$ cat src/rtl/bbsram_pkg.sv
`timescale 1ns/1ps
package bbsram_pkg;

  typedef enum logic [1:0] {
    SUP_NORMAL  = 2'd0,
    SUP_PROTECT = 2'd1,
    SUP_BACKUP  = 2'd2
  } sup_e;

  // Next supply state from the present state and the supply reading.
  function automatic sup_e f_sup_next(input sup_e cur, input int unsigned mv,
                                      input int unsigned pfd, input int unsigned sw,
                                      input int unsigned res);
    sup_e nxt;
    nxt = cur;
    case (cur)
      SUP_NORMAL: begin
        if (mv < sw)       nxt = SUP_BACKUP;
        else if (mv < pfd) nxt = SUP_PROTECT;
      end
      SUP_PROTECT: begin
        if (mv < sw)       nxt = SUP_BACKUP;
        else if (mv > res) nxt = SUP_NORMAL;
      end
      default: begin
        if (mv > sw)       nxt = SUP_PROTECT;
        else               nxt = SUP_BACKUP;
      end
    endcase
    return nxt;
  endfunction

endpackage

$ cat src/rtl/bbsram_supply_fsm.sv
`timescale 1ns/1ps
module bbsram_supply_fsm
  import bbsram_pkg::*;
#(
  parameter int MV_W      = 16,
  parameter int PFD_MV    = 4370,
  parameter int SW_MV     = 3000,
  parameter int RESUME_MV = 4500
) (
  input  logic            clk,
  input  logic            rst_n,
  input  logic [MV_W-1:0] supply_mv,
  output sup_e            st_q,
  output logic            normal,
  output logic            on_backup
);
  localparam logic [MV_W-1:0] PFD_L = MV_W'(PFD_MV);
  localparam logic [MV_W-1:0] SW_L  = MV_W'(SW_MV);
  localparam logic [MV_W-1:0] RES_L = MV_W'(RESUME_MV);

  sup_e st_d;

  always_comb st_d = f_sup_next(st_q, 32'(supply_mv), 32'(PFD_MV), 32'(SW_MV), 32'(RESUME_MV));

  always_ff @(posedge clk or negedge rst_n) begin
    if (!rst_n) st_q <= SUP_PROTECT;
    else        st_q <= st_d;
  end

  assign normal    = (st_q == SUP_NORMAL);
  assign on_backup = (st_q == SUP_BACKUP);

  p_drop_protects_r5: assert property (@(posedge clk) disable iff (!rst_n)
    (st_q == SUP_NORMAL && supply_mv < PFD_L) |=> (st_q != SUP_NORMAL));

  p_no_early_resume_r8: assert property (@(posedge clk) disable iff (!rst_n)
    (st_q != SUP_NORMAL && supply_mv <= RES_L) |=> (st_q != SUP_NORMAL));

  p_switch_to_cell_r7: assert property (@(posedge clk) disable iff (!rst_n)
    (supply_mv < SW_L) |=> on_backup);

  p_leave_cell_r7: assert property (@(posedge clk) disable iff (!rst_n)
    (on_backup && supply_mv > SW_L) |=> (st_q == SUP_PROTECT));

endmodule

$ cat src/rtl/bbsram_access_gate.sv
`timescale 1ns/1ps
module bbsram_access_gate #(
  parameter int REC_CYC = 4
) (
  input  logic clk,
  input  logic rst_n,
  input  logic normal,
  input  logic ce_n,
  input  logic we_n,
  input  logic oe_n,
  output logic sel_go,
  output logic wr_go,
  output logic rd_go,
  output logic rec_busy,
  output logic err_q
);
  localparam int CNT_W = $clog2(REC_CYC + 1);

  logic             ce_act, we_act, oe_act;
  logic             we_prev_q, wr_q, lock_q;
  logic [CNT_W-1:0] rec_q;
  logic             we_fall, wr_end, blocked;

  assign ce_act   = !ce_n;
  assign we_act   = !we_n;
  assign oe_act   = !oe_n;
  assign we_fall  = we_act && !we_prev_q;
  assign rec_busy = (rec_q != '0);
  assign blocked  = lock_q || rec_busy;

  assign sel_go = normal && ce_act;
  assign wr_go  = sel_go && we_act && !blocked;
  assign rd_go  = sel_go && !we_act && oe_act;
  assign wr_end = wr_q && !wr_go;

  always_ff @(posedge clk or negedge rst_n) begin
    if (!rst_n) begin
      we_prev_q <= 1'b0;
      wr_q      <= 1'b0;
      lock_q    <= 1'b0;
      rec_q     <= '0;
      err_q     <= 1'b0;
    end else begin
      we_prev_q <= we_act;
      wr_q      <= wr_go;
      lock_q    <= we_act && (lock_q || (normal && rec_busy));
      if (wr_end)        rec_q <= CNT_W'(REC_CYC);
      else if (rec_busy) rec_q <= rec_q - 1'b1;
      if (normal && we_fall && rec_busy) err_q <= 1'b1;
    end
  end

  p_protect_blocks_r5: assert property (@(posedge clk) disable iff (!rst_n)
    !normal |-> (!wr_go && !rd_go && !sel_go));

  p_cut_on_protect_r6: assert property (@(posedge clk) disable iff (!rst_n)
    (wr_go && !normal) |-> 1'b0 or (!normal |-> !wr_go));

  p_late_we_refused_r10: assert property (@(posedge clk) disable iff (!rst_n)
    (we_fall && rec_busy) |-> !wr_go);

  p_gap_follows_write_r10: assert property (@(posedge clk) disable iff (!rst_n)
    wr_end |=> rec_busy);

  p_err_sticky_r11: assert property (@(posedge clk) disable iff (!rst_n)
    err_q |=> err_q);

endmodule

$ cat src/rtl/bbsram_bank_decode.sv
`timescale 1ns/1ps
module bbsram_bank_decode #(
  parameter int ADDR_W = 20,
  parameter int SEL_W  = 1
) (
  input  logic                    clk,
  input  logic                    rst_n,
  input  logic [ADDR_W-1:0]       addr,
  input  logic                    sel_go,
  output logic [(1<<SEL_W)-1:0]   bank_ce_n,
  output logic [ADDR_W-SEL_W-1:0] bank_addr
);
  localparam int NB = 1 << SEL_W;

  logic [SEL_W-1:0] bank_idx;
  assign bank_idx  = addr[ADDR_W-1 -: SEL_W];
  assign bank_addr = addr[ADDR_W-SEL_W-1:0];

  for (genvar b = 0; b < NB; b++) begin : g_cs
    assign bank_ce_n[b] = !(sel_go && bank_idx == SEL_W'(b));
  end

  p_one_bank_r9: assert property (@(posedge clk) disable iff (!rst_n)
    sel_go |-> ($countones(~bank_ce_n) == 1));

  p_idle_banks_r9: assert property (@(posedge clk) disable iff (!rst_n)
    !sel_go |-> (&bank_ce_n));

endmodule

$ cat src/rtl/bbsram_pwr_guard.sv
`timescale 1ns/1ps
module bbsram_pwr_guard
  import bbsram_pkg::*;
#(
  parameter int ADDR_W    = 20,
  parameter int DATA_W    = 8,
  parameter int MV_W      = 16,
  parameter int PFD_MV    = 4370,
  parameter int SW_MV     = 3000,
  parameter int RESUME_MV = 4500,
  parameter int REC_CYC   = 4
) (
  input  logic              clk,
  input  logic              rst_n,
  input  logic [MV_W-1:0]   supply_mv,
  input  logic [ADDR_W-1:0] host_addr,
  input  logic              host_ce_n,
  input  logic              host_we_n,
  input  logic              host_oe_n,
  input  logic [DATA_W-1:0] host_dq_in,
  output logic [DATA_W-1:0] host_dq_out,
  output logic              host_dq_oe,
  output logic [ADDR_W-2:0] bank_addr,
  output logic [1:0]        bank_ce_n,
  output logic              bank_we_n,
  output logic              bank_oe_n,
  output logic [DATA_W-1:0] bank_dq_wr,
  output logic              bank_dq_oe,
  input  logic [DATA_W-1:0] bank_dq_rd,
  output logic              use_backup,
  output logic [1:0]        sup_state,
  output logic              rec_err
);
  sup_e st_q;
  logic normal, on_backup, sel_go, wr_go, rd_go, rec_busy;

  bbsram_supply_fsm #(
    .MV_W(MV_W), .PFD_MV(PFD_MV), .SW_MV(SW_MV), .RESUME_MV(RESUME_MV)
  ) u_fsm (
    .clk(clk), .rst_n(rst_n), .supply_mv(supply_mv),
    .st_q(st_q), .normal(normal), .on_backup(on_backup)
  );

  bbsram_access_gate #(.REC_CYC(REC_CYC)) u_gate (
    .clk(clk), .rst_n(rst_n), .normal(normal),
    .ce_n(host_ce_n), .we_n(host_we_n), .oe_n(host_oe_n),
    .sel_go(sel_go), .wr_go(wr_go), .rd_go(rd_go),
    .rec_busy(rec_busy), .err_q(rec_err)
  );

  bbsram_bank_decode #(.ADDR_W(ADDR_W), .SEL_W(1)) u_dec (
    .clk(clk), .rst_n(rst_n), .addr(host_addr), .sel_go(sel_go),
    .bank_ce_n(bank_ce_n), .bank_addr(bank_addr)
  );

  assign bank_we_n   = !wr_go;
  assign bank_dq_oe  = wr_go;
  assign bank_dq_wr  = host_dq_in;
  assign bank_oe_n   = !rd_go;
  assign host_dq_oe  = rd_go;
  assign host_dq_out = bank_dq_rd;
  assign use_backup  = on_backup;
  assign sup_state   = st_q;

  p_read_released_by_we_r4: assert property (@(posedge clk) disable iff (!rst_n)
    (!host_we_n) |-> (bank_oe_n && !host_dq_oe));

  p_write_needs_both_r3: assert property (@(posedge clk) disable iff (!rst_n)
    (host_ce_n || host_we_n) |-> (bank_we_n && !bank_dq_oe));

  p_gap_holds_r10: assert property (@(posedge clk) disable iff (!rst_n)
    (!bank_we_n && rec_busy) |-> 1'b0 or (rec_busy |-> bank_we_n));

endmodule

$ cat config.mk
export PLATFORM = sky130hd
export DESIGN_NAME = bbsram_pwr_guard
export DESIGN_NICKNAME = d
export VERILOG_FILES = /design/src/rtl/bbsram_pkg.sv /design/src/rtl/bbsram_supply_fsm.sv /design/src/rtl/bbsram_access_gate.sv /design/src/rtl/bbsram_bank_decode.sv /design/src/rtl/bbsram_pwr_guard.sv
export SDC_FILE = /design/constraint.sdc
export NUM_CORES = 1
export LEC_CHECK = 0
export ABC_CLOCK_PERIOD_IN_PS = 3500
export BUFFER_PORTS_ARGS = -buffer_cell sky130_fd_sc_hd__buf_2
export CORE_ASPECT_RATIO = 0.75
export CORE_MARGIN = 5
export CORE_UTILIZATION = 30
export CTS_BUF_LIST = sky130_fd_sc_hd__clkbuf_2
export DETAILED_ROUTE_END_ITERATION = 12
export PLACE_DENSITY = 0.75
export SLEW_MARGIN = 20
export SYNTH_ARGS = -nofsm -noshare
export SYNTH_HDL_FRONTEND = slang
export SYNTH_SLANG_ARGS = --single-unit
$ cat constraint.sdc
create_clock -name clk -period 3.5 [get_ports clk]
set_clock_uncertainty 0.1 [all_clocks]
set_input_delay 0.525 -clock clk [delete_from_list [all_inputs] [get_ports clk]]
set_output_delay 0.525 -clock clk [all_outputs]
set_load 0.01 [all_outputs]
== Word level (Yosys, flattened, before mapping) ==
Cells that the tools add are included.
W data, S select, Z words.

* Register bits after elaboration: 9
* Bits in latches: 0
* Bits in writable memories: 0
* Bits in read-only memories: 0
* Input port bits: 57
* Output and inout bits: 45
* Word-level logic and storage cells: 52
* Memories: 0

* $add $sub $neg: 1
* $mul: 0
* Divide/modulo/power cells: 0
* Order comparisons: 4
* Equal/unequal tests: 4
* Shifts and indexed selects: 0
* Mux-type cells: 8
* Bitwise logic cells: 1
* Reduce and logical (&&, ||, !) cells: 28

{| class="wikitable"
|+ Operator list
! cell !! count
|-
| $gt A16 B12 Y1 const B || 1
|-
| $gt A16 B13 Y1 const B || 1
|-
| $lt A16 B12 Y1 const B || 1
|-
| $lt A16 B13 Y1 const B || 1
|-
| $logic_and A1 B1 Y1 || 13
|-
| $mux W2 || 5
|-
| $logic_not A1 Y1 || 9
|-
| $mux W3 || 2
|-
| $pmux W2 S2 || 1
|-
| $ne A3 B1 Y1 const B || 1
|-
| $ne A3 B3 Y1 const B || 1
|-
| $reduce_bool A3 Y1 || 1
|-
| $sub A3 B1 Y3 const B || 1
|-
| $eq A2 B1 Y1 const B || 1
|-
| $eq A2 B2 Y1 const B || 1
|-
| $logic_not A2 Y1 || 1
|-
| $logic_or A1 B1 Y1 || 2
|-
| $reduce_and A2 Y1 || 1
|-
| $reduce_bool A2 Y1 || 1
|-
| $not A1 Y1 || 1
|}

== Logic depth before layout (Yosys ltp) ==
Gate-level depths: netlist (run 1).

* Depth in word-level cells: 7
* Mapped depth: 6
* Depth with buffers taken out: 5

== Hierarchy ==
A second synthesis (run 1) with hierarchy kept.

* Cell total of the unflattened synthesis: 98
* Area, all modules: 857.1 um^2

{| class="wikitable"
|+ Modules (own cells, without submodules)
! module !! times used !! cells each !! area each (um^2) !! seq. area each (um^2)
|-
| bbsram_access_gate || 1 || 30 || 354.1 || 175.2
|-
| bbsram_supply_fsm || 1 || 29 || 222.7 || 51.3
|-
| bbsram_bank_decode || 1 || 21 || 152.6 || 0.0
|-
| bbsram_pwr_guard || 1 || 18 || 127.6 || 0.0
|}

== Worst setup path before layout (run 1) ==
Ideal clock, no wire load.

* Path kind: input port to output port
* Start: in host_ce_n
* End: out bank_dq_oe
* Data arrival time: 1.556 ns
* Data required time: 2.875 ns
* Setup slack: 1.319 ns
* Stages on the path: 4
* Buffers on the path: 1
* Path through: or3_1 -> or4_1 -> buf_2 -> inv_1

* Cells in the longest elaborated chain, start to end: 4

{| class="wikitable"
|+ Ends and longest elaborated chain
! element !! RTL line !! RTL
|-
| start: declaration || bbsram_pwr_guard.sv:17 || <nowiki>input logic host_ce_n,</nowiki>
|-
| $logic_not A1 Y1 || bbsram_access_gate.sv:24 || <nowiki>assign ce_act = !ce_n;</nowiki>
|-
| $logic_and A1 B1 Y1 || bbsram_access_gate.sv:31 || <nowiki>assign sel_go = normal && ce_act;</nowiki>
|-
| $logic_and A1 B1 Y1 (2 in series) || bbsram_access_gate.sv:32 || <nowiki>assign wr_go = sel_go && we_act && !blocked;</nowiki>
|-
| end: declaration || bbsram_pwr_guard.sv:28 || <nowiki>output logic bank_dq_oe,</nowiki>
|}

No other way between the ends.

== Final worst setup path (run 1) ==
* Start: reg u_fsm.st_q[1]
* End: out bank_dq_oe

* Cells in the longest elaborated chain, start to end: 4

{| class="wikitable"
|+ Ends and longest elaborated chain
! element !! RTL line !! RTL
|-
| start: declaration || bbsram_supply_fsm.sv:13 || <nowiki>output sup_e st_q,</nowiki>
|-
| start signal: assignment || bbsram_supply_fsm.sv:27 || <nowiki>else st_q <= st_d;</nowiki>
|-
| $logic_not A2 Y1 || bbsram_supply_fsm.sv:30 || <nowiki>assign normal = (st_q == SUP_NORMAL);</nowiki>
|-
| $logic_and A1 B1 Y1 || bbsram_access_gate.sv:31 ||
|-
| $logic_and A1 B1 Y1 (2 in series) || bbsram_access_gate.sv:32 ||
|}

No other way between the ends.

==> metrics.md, run 1 <==
| Metric | Value |
|---|---|
| VDD IR max | `about 0.00023 V` |
| Worst min path class | `input pin to register` |
| Synth Register Bits | `9` |
| XOR/XNOR share of the synthesized area | `between 1 and 1.5%` |
| First-pass GRT wire length | `2720 um` |
| Via count | `~660` |
| Final TNS setup | `0 ns` |
| Largest net degree at the start of global routing | `10` |
| Power Total | `between 0.3 and 0.4 mW` |
| WL met1 | `approximately 630 um` |
| CTS Sinks | `9` |
| Core box area | `around 2600 um^2` |
| Fillers | `278` |
| Synth Net Count | `~160` |
| Routability cong. | `between 0.7 and 0.8` |
| CP Capture Type | `primary output` |
| Count leader, synth | `buf_4` |
| Post-synthesis compound-gate area fraction | `14.3%` |
| Worst EP required | `between 2 and 3 ns` |
| Register area share after synthesis | `27.5%` |
| Detailed Place HPWL | `1430 um` |
| CP startpoint kind | `register` |
| Initial antenna violation count | `0` |
| Final core utilization | `30.0%` |
| Tot GR Track Use | `8.30%` |
| Antenna diode count | `0` |
| Final WL | `1690 um` |
| Vias in the first global route | `about 650` |
| Share of power burned in registers | `between 40% and 50%` |
| Critical path fanouts, max | `5` |
| CP Class | `register to primary output` |
| Adder-Cell Fraction of Synth Area | `3.03%` |
| Post-synth EDFFs | `0` |
| FF/Latch Area | `226 um^2` |
| H-tree Lvls | `1` |
| Max-cap violations | `0` |
| Setup violators final | `0` |
| # DRC | `0` |
| Cells on worst reg2reg path | `3` |
| Die ar. | `3910 um^2` |
| Pins Over Slew Limit | `0` |
| CP arrival | `1.90 ns` |
| Highest Clock Rate | `just under 400 MHz` |
| I/O pin cnt | `between 100 and 150` |
| Tcrit/Tclk final | `between 70% and 80%` |
| Sw Share | `approximately a third` |
| Area Growth Syn to Fin | `-4.55%` |
| Max layer used | `met4` |
| Slew HR | `between 70 and 80%` |
| Yosys warning count | `0` |
| Detail Route Antenna Nets | `0` |
| Fin. Hold Viols | `0` |
| Synth Instances | `100` |
| Num rows | `16` |
| Layout cells sized above 1 | `between 40% and 50%` |
| Longest Clk Path Bufs | `2` |
| WL met2 | `just over 800 um` |
| CTS tree | `built` |
| DRT Pass-1 Iters | `4` |
| RSZ-0062 raised after global routing | `false` |
| Status | `finished, final reports clean` |
| DR WL met3 | `140 um` |
| Clock power frac | `a little under a fifth` |
| Slowest CP cell | `or4_1` |
| NetSw | `between 0.1 and 0.15 mW` |
| Area leader, netlist | `buf_4` |
| Wirelength per Cell | `12.4 um` |
| Starting Density | `31.4%` |
| Area contributors post-synth | `buf_4 32%, dfrtp_1 24%, inv_1 3.6%` |
| Clock Pin Slew Worst Setup and Hold Paths | `0.10 ns` |
| Final cell count without fillers | `136` |
| Cell count of the worst hold path | `2` |
| Placed Area | `between 700 and 800 um^2` |
| Clock Root Buffer | `clkbuf_2` |
| Placed cells | `131` |
| Simple-Gate Fraction of Synth Area | `a little under a fifth` |
| Largest family of logic cells by synthesized area | `buffers and inverters` |
| Die Height | `between 50 and 60 um` |
| P per Cell Area | `around 420 nW/um^2` |
| Post-synth top area share | `31.9%` |
| Design area | `around 800 um^2` |
| CP Cell Sequence | `or3_1 -> or4_1 -> inv_1 -> buf_2` |
| # port buffers | `31` |
| Actual slew at the worst max-slew pin | `~0.35 ns` |
| Syn avg cell area | `roughly 8 um^2` |
| Critical Path Max Stage Delay | `roughly 0.6 ns` |
| Synth Cell Area | `around 800 um^2` |
| Die X-Extent | `around 70 um` |
| Via density per instance | `4.85` |
| Later-pin clock latency in the skew report | `about 0.24 ns` |
| List of most frequent post-synthesis cells | `35 x buf_4, 8 x dfrtp_1, 8 x inv_1, 8 x nor2_1` |
| Min cycle time layout | `around 2.5 ns` |
| Async set or reset register ratio after synthesis | `100%` |
| Post-synth cell types | `32` |
| Initial DRC count | `12` |
| Combinational share of power | `a little under two fifths` |
| Mux share of post-synthesis cell area | `0%` |
| Multi-input logic area | `around 300 um^2` |
| Post-synth top flop | `dfrtp_1` |
| Int Pwr | `around 0.22 mW` |
| Leakage | `~0.38 nW` |
| Final nets | `160` |
| Post-CTS setup buffers | `0` |
| TritonCTS buffer count | `3` |
| Congestion Overflow GR | `0` |
-- worst max-delay path, delay by kind of cell, from the launching register on --
| kind | cells | cell delay [ns] |
|---|---|---|
| DFF | 1 | 0.42 |
| buffers and inverters | 2 | 0.25 |
| and+or+nand+nor | 2 | 0.99 |
-- path summary, 6_finish.rpt --
kind	slack [ns]	startpoint	to
hold / removal	0.37	host_we_n	u_gate.lock_q$_DFF_PN0_
hold reg to reg	0.38	u_gate.err_q$_DFFE_PN0P_	u_gate.err_q$_DFFE_PN0P_
setup / recovery	0.97	u_fsm.st_q[1]$_DFFE_PN0P_	bank_dq_oe
max in group asynchronous	2.50	rst_n	u_fsm.st_q[0]$_DFFE_PN1P_
setup reg to reg	1.50	u_fsm.st_q[1]$_DFFE_PN0P_	u_gate.rec_q[2]$_DFFE_PN0P_
min in group asynchronous	0.56	rst_n	u_fsm.st_q[1]$_DFFE_PN0P_
-- power groups by stage --
stage,registers (mW),clock network [mW],logic [mW]
2_1_floorplan,0.141,0,0.129
3_3_place_gp,0.143,0,0.119
4_1_cts,0.142,0.0663,0.127
6_report,0.142,0.0625,0.125
5_1_grt,0.144,0.0740,0.142
3_5_place_dp,0.144,0,0.125
-- repair_timing --
action,4_1_cts,5_1_grt
endpoints found under the hold margin,0,5
hold buffers,0,1
gates resized for setup,0,0
-- logic make-up after synthesis --
group,after synthesis
fa+ha+maj,2
buf+inv,44
flops,9
simple gates,28
compound gates,16
xor+xnor,1
-- metal layers --
layer | GRT usage, % | vias up
met4 | 7.51 | 0
met5 | 0 | -
met1 | 8.19 | 303
met2 | 13.6 | 28
met3 | 2.90 | 20
li1 | - | 308
-- placed cells by master (no fill, tap or decap), drive strengths merged, types with 2 or more instances in the layout --
cell type,Yosys,final
a21oi,4,4
buf,36,31
clkbuf,0,3
dfrtp,8,8
ha,2,2
inv,8,8
nand2,4,4
nor2,8,8
nor4,4,4
o21bai,2,2
or2,2,2
or3,3,3
-- registers in the layout, summed over array words and instances, names as in the netlist --
name,count
u_fsm.st_q,2
u_gate.err_q,1
u_gate.lock_q,1
u_gate.rec_q,3
u_gate.we_prev_q,1
u_gate.wr_q,1
-- per-stage QoR --
stage	setup slack, ns	hold WS (ns)
after detailed placement	1.07	0.286
final	0.973	0.366
after floorplan	1.32	0.129
after global routing	0.846	0.353
after CTS	0.949	0.000777
after global placement	1.10	0.283
-- final cells by class --
cell class / instances / share of cell area (%)
Clock inverter: 1 / 0.636
Inverter: 8 / 3.82
Clock buffer: 3 / 1.91
Timing Repair Buffer: 32 / 21.0
Multi-Input combinational cell: 47 / 38.2
Tap cell: 36 / 5.72
Sequential cell: 9 / 28.8
Power figures use the tool's default switching activity.
==> run 2: changes to the inputs <==
--- a/config.mk
+++ b/config.mk
@@ -5,14 +5,15 @@
 export SDC_FILE = /design/constraint.sdc
 export NUM_CORES = 1
 export LEC_CHECK = 0
-export ABC_CLOCK_PERIOD_IN_PS = 3500
+export ABC_AREA = 1
+export ABC_CLOCK_PERIOD_IN_PS = 2600
 export BUFFER_PORTS_ARGS = -buffer_cell sky130_fd_sc_hd__buf_2
 export CORE_ASPECT_RATIO = 0.75
 export CORE_MARGIN = 5
 export CORE_UTILIZATION = 30
 export CTS_BUF_LIST = sky130_fd_sc_hd__clkbuf_2
 export DETAILED_ROUTE_END_ITERATION = 12
-export PLACE_DENSITY = 0.75
+export PLACE_DENSITY = 0.71
 export SLEW_MARGIN = 20
 export SYNTH_ARGS = -nofsm -noshare
 export SYNTH_HDL_FRONTEND = slang
==> constraint.sdc (replaced) <==
create_clock -name clk -period 2.6 [get_ports clk]
set_clock_uncertainty 0.1 [all_clocks]
set_input_delay 0.39 -clock clk [delete_from_list [all_inputs] [get_ports clk]]
set_output_delay 0.39 -clock clk [all_outputs]
set_load 0.01 [all_outputs]
==> run 2 against run 1 <==
Clock power grew 44%. Total power grew 77%. Non-clock buffer count stayed put. Cell count increased by 27%. Global-route usage decreased by 0.34 points. Via count is 11% higher. Sequential power up 49%. Critical endpoint is now bank_ce_n[0].
==> metrics.md, run 2 <==
| Metric | Value |
|---|---|
| CTS tree | `built` |
| Register area share after synthesis | `a little under a quarter` |
| Detail Route Antenna Nets | `0` |
| Tcrit/Tclk final | `around three quarters` |
| Yosys warning count | `0` |
| Synth Register Bits | `9` |
| I/O pin cnt | `102` |
| Synth Net Count | `between 150 and 200` |
| Slew HR | `between 80% and 90%` |
| P per Cell Area | `between 600 and 700 nW/um^2` |
| DRT Pass-1 Iters | `4` |
| FF/Latch Area | `about 230 um^2` |
| Max-cap violations | `0` |
| TritonCTS buffer count | `3` |
| CP startpoint kind | `register` |
| Detailed Place HPWL | `approximately 1400 um` |
| Num rows | `17` |
| Area leader, netlist | `buf_4` |
| Tot GR Track Use | `under 10%` |
| RSZ-0062 raised after global routing | `false` |
| Async set or reset register ratio after synthesis | `between 90% and 100%` |
| Largest register by flop count | `u_gate.rec_q` |
| Placed cells | `between 150 and 200` |
| Layout cells sized above 1 | `34.8%` |
| Via count | `733` |
| Later-pin clock latency in the skew report | `about 0.26 ns` |
| Worst EP required | `2.11 ns` |
| Most common cell after layout, fill and taps aside | `buf_2` |
| Leakage | `slightly below 0.5 nW` |
| PostCTS Resize Cnt | `0` |
| Post-synth EDFFs | `0` |
| Clock Pin Slew Worst Setup and Hold Paths | `roughly 0.080 ns` |
| Setup violators final | `0` |
| Critical path fanouts, max | `4` |
| Final core utilization | `approximately 31%` |
| Post-synth cell types | `25` |
| Status | `finished, final reports clean` |
| CP Cell Sequence | `or2_4 -> nor2_4 -> inv_1 -> or2_2 -> buf_2` |
| Area Growth Syn to Fin | `-3.17%` |
| Multi-input logic area | `380 um^2` |
| Pins Over Slew Limit | `0` |
| Post-synth top area share | `between 20% and 30%` |
| Slowest CP cell | `dfstp_2` |
| Final cell count without fillers | `roughly 170` |
| Dpl ws | `roughly 0.87 ns` |
| Critical path's top delay family | `simple AND/OR/NAND/NOR gates` |
| Initial DRC count | `between 40 and 50` |
| Final nets | `about 200` |
| Starting Density | `between 30% and 40%` |
| Congestion Overflow GR | `0` |
| Longest Clk Path Bufs | `2` |
| Syn avg cell area | `a little over 7 um^2` |
| Vias in the first global route | `between 500 and 600` |
| Final WL | `roughly 1700 um` |
| Actual slew at the worst max-slew pin | `between 0.2 and 0.25 ns` |
| Largest net degree at the start of global routing | `10` |
| Die ar. | `~4400 um^2` |
| # port buffers | `31` |
| Worst min path class | `input pin to register` |
| # DRC | `0` |
| Synth Instances | `134` |
| Fin. Hold Viols | `0` |
| Synth Cell Area | `948 um^2` |
| First-pass GRT wire length | `about 2600 um` |
| Die Height | `58.7 um` |
| Routability cong. | `0.808` |
| List of most frequent post-synthesis cells | `35 x buf_4, 20 x inv_1, 19 x nand2_1` |
| Most frequent cells in the layout | `31 x buf_2, 20 x inv_1, 19 x nand2_1, 16 x nor2_1` |
| CP Capture Type | `primary output` |
| Critical Path Max Stage Delay | `0.39 ns` |
| VDD IR max | `0.000199 V` |
| Antenna diode count | `0` |
| H-tree Lvls | `1` |
| Area contributors post-synth | `buf_4 28%, dfrtp_1 21%, inv_1 7.9%` |
| Post-synth top flop | `dfrtp_1` |
| Count leader, synth | `buf_4` |
| CP Class | `register to primary output` |
| Final TNS setup | `0 ns` |
| Wirelength per Cell | `9.80 um` |
| Min cycle time layout | `1.99 ns` |
| CTS Sinks | `9` |
| Highest Clock Rate | `just over 500 MHz` |
| Clock Root Buffer | `clkbuf_2` |
| Largest register FFs | `3` |
| Core box area | `around 3000 um^2` |
| Fillers | `between 300 and 400` |
| Initial antenna violation count | `0` |
| Die X-Extent | `around 75 um` |
| Largest regs | `u_gate.rec_q: 3 flops, u_fsm.st_q: 2 flops` |
| Buf/Inv on CP | `2` |
| Setup WS post-layout | `0.612 ns` |
| CP arrival | `roughly 1.5 ns` |
| Via density per instance | `about 4.2` |
==> run 2: cell count changes after synthesis, moves of 2 or more <==
cell      change
nor4_1        -4
inv_1        +12
nor2_1        +8
nand4_1       +2
nor3_2        +2
nand3_1       +7
or3_1         -2
nor2_4        +2
nand2_1      +15
o21bai_1      -2
==> run 2: layout make-up <==
cell class	instances	area share, %
Multi-Input combinational cell	69	41.4
Sequential cell	9	24.7
Timing Repair Buffer	32	18.0
Inverter	21	8.58
Tap cell	38	5.18
Clock buffer	4	2.18
==> run 2: per-stage QoR <==
stage / power [mW] / hold WS (ns) / instance area, um^2
global route: 0.642 / 0.242 / 918
detailed placement: 0.497 / 0.153 / 888
floorplan: 0.476 / -0.00559 / 948
global placement: 0.493 / 0.151 / 888
CTS: 0.588 / 0.241 / 918
finish: 0.582 / 0.249 / 918
==> run 2: power breakdown <==
group | leakage, nW | internal [mW] | switching [mW]
logic | 0.371 | 0.128 | 0.153
registers | 0.107 | 0.184 | 0.0267
clock network | 0.0166 | 0.0408 | 0.0490
==> run 2: worst register-to-register path: cells and delay by family (launching register included) <==
kind                     cells  cell delay [ns]
flip-flops                   1             0.36
AO/OA/AOI/OAI                1             0.19
adder cells (fa/ha/maj)      1             0.19
AND/OR/NAND/NOR              2             0.31
buffers and inverters        2             0.17
==> run 2: metal layers <==
metal,routed length [um],track usage (%),up-vias
li1,-,-,384
met1,786,9.97,315
met2,691,10.5,32
met3,195,4.44,2
met4,23,4.57,0
met5,0,0,-
==> run 2: what timing repair did <==
action | CTS | global route
hold buffers | 1 | 0
setup buffers | 0 | 0
endpoints found under the setup margin | 0 | 0
endpoints found under the hold margin | 8 | 0
==> run 2: kinds of logic after synthesis <==
kind of cell | synth area share [%]
and+or+nand+nor | 30.7
xor gates and xnor gates | 0.924
buffers and inverters | 36.0
DFF | 23.9
adders and majority gates | 2.64
AOI/OAI and AO/OA | 5.81
==> run 2: path summary, 6_finish.rpt <==
kind	to	from	cells after the start	slack (ns)
max	bank_ce_n[0]	u_fsm.st_q[0]$_DFFE_PN1P_	5	0.61
min	u_gate.lock_q$_DFF_PN0_	host_we_n	2	0.25
max reg2reg	u_gate.err_q$_DFFE_PN0P_	u_gate.rec_q[0]$_DFFE_PN0P_	6	1.20
min reg2reg	u_gate.err_q$_DFFE_PN0P_	u_gate.we_prev_q$_DFF_PN0_	1	0.33
max in group asynchronous	u_fsm.st_q[0]$_DFFE_PN1P_	rst_n	2	1.74
min in group asynchronous	u_gate.rec_q[0]$_DFFE_PN0P_	rst_n	2	0.40
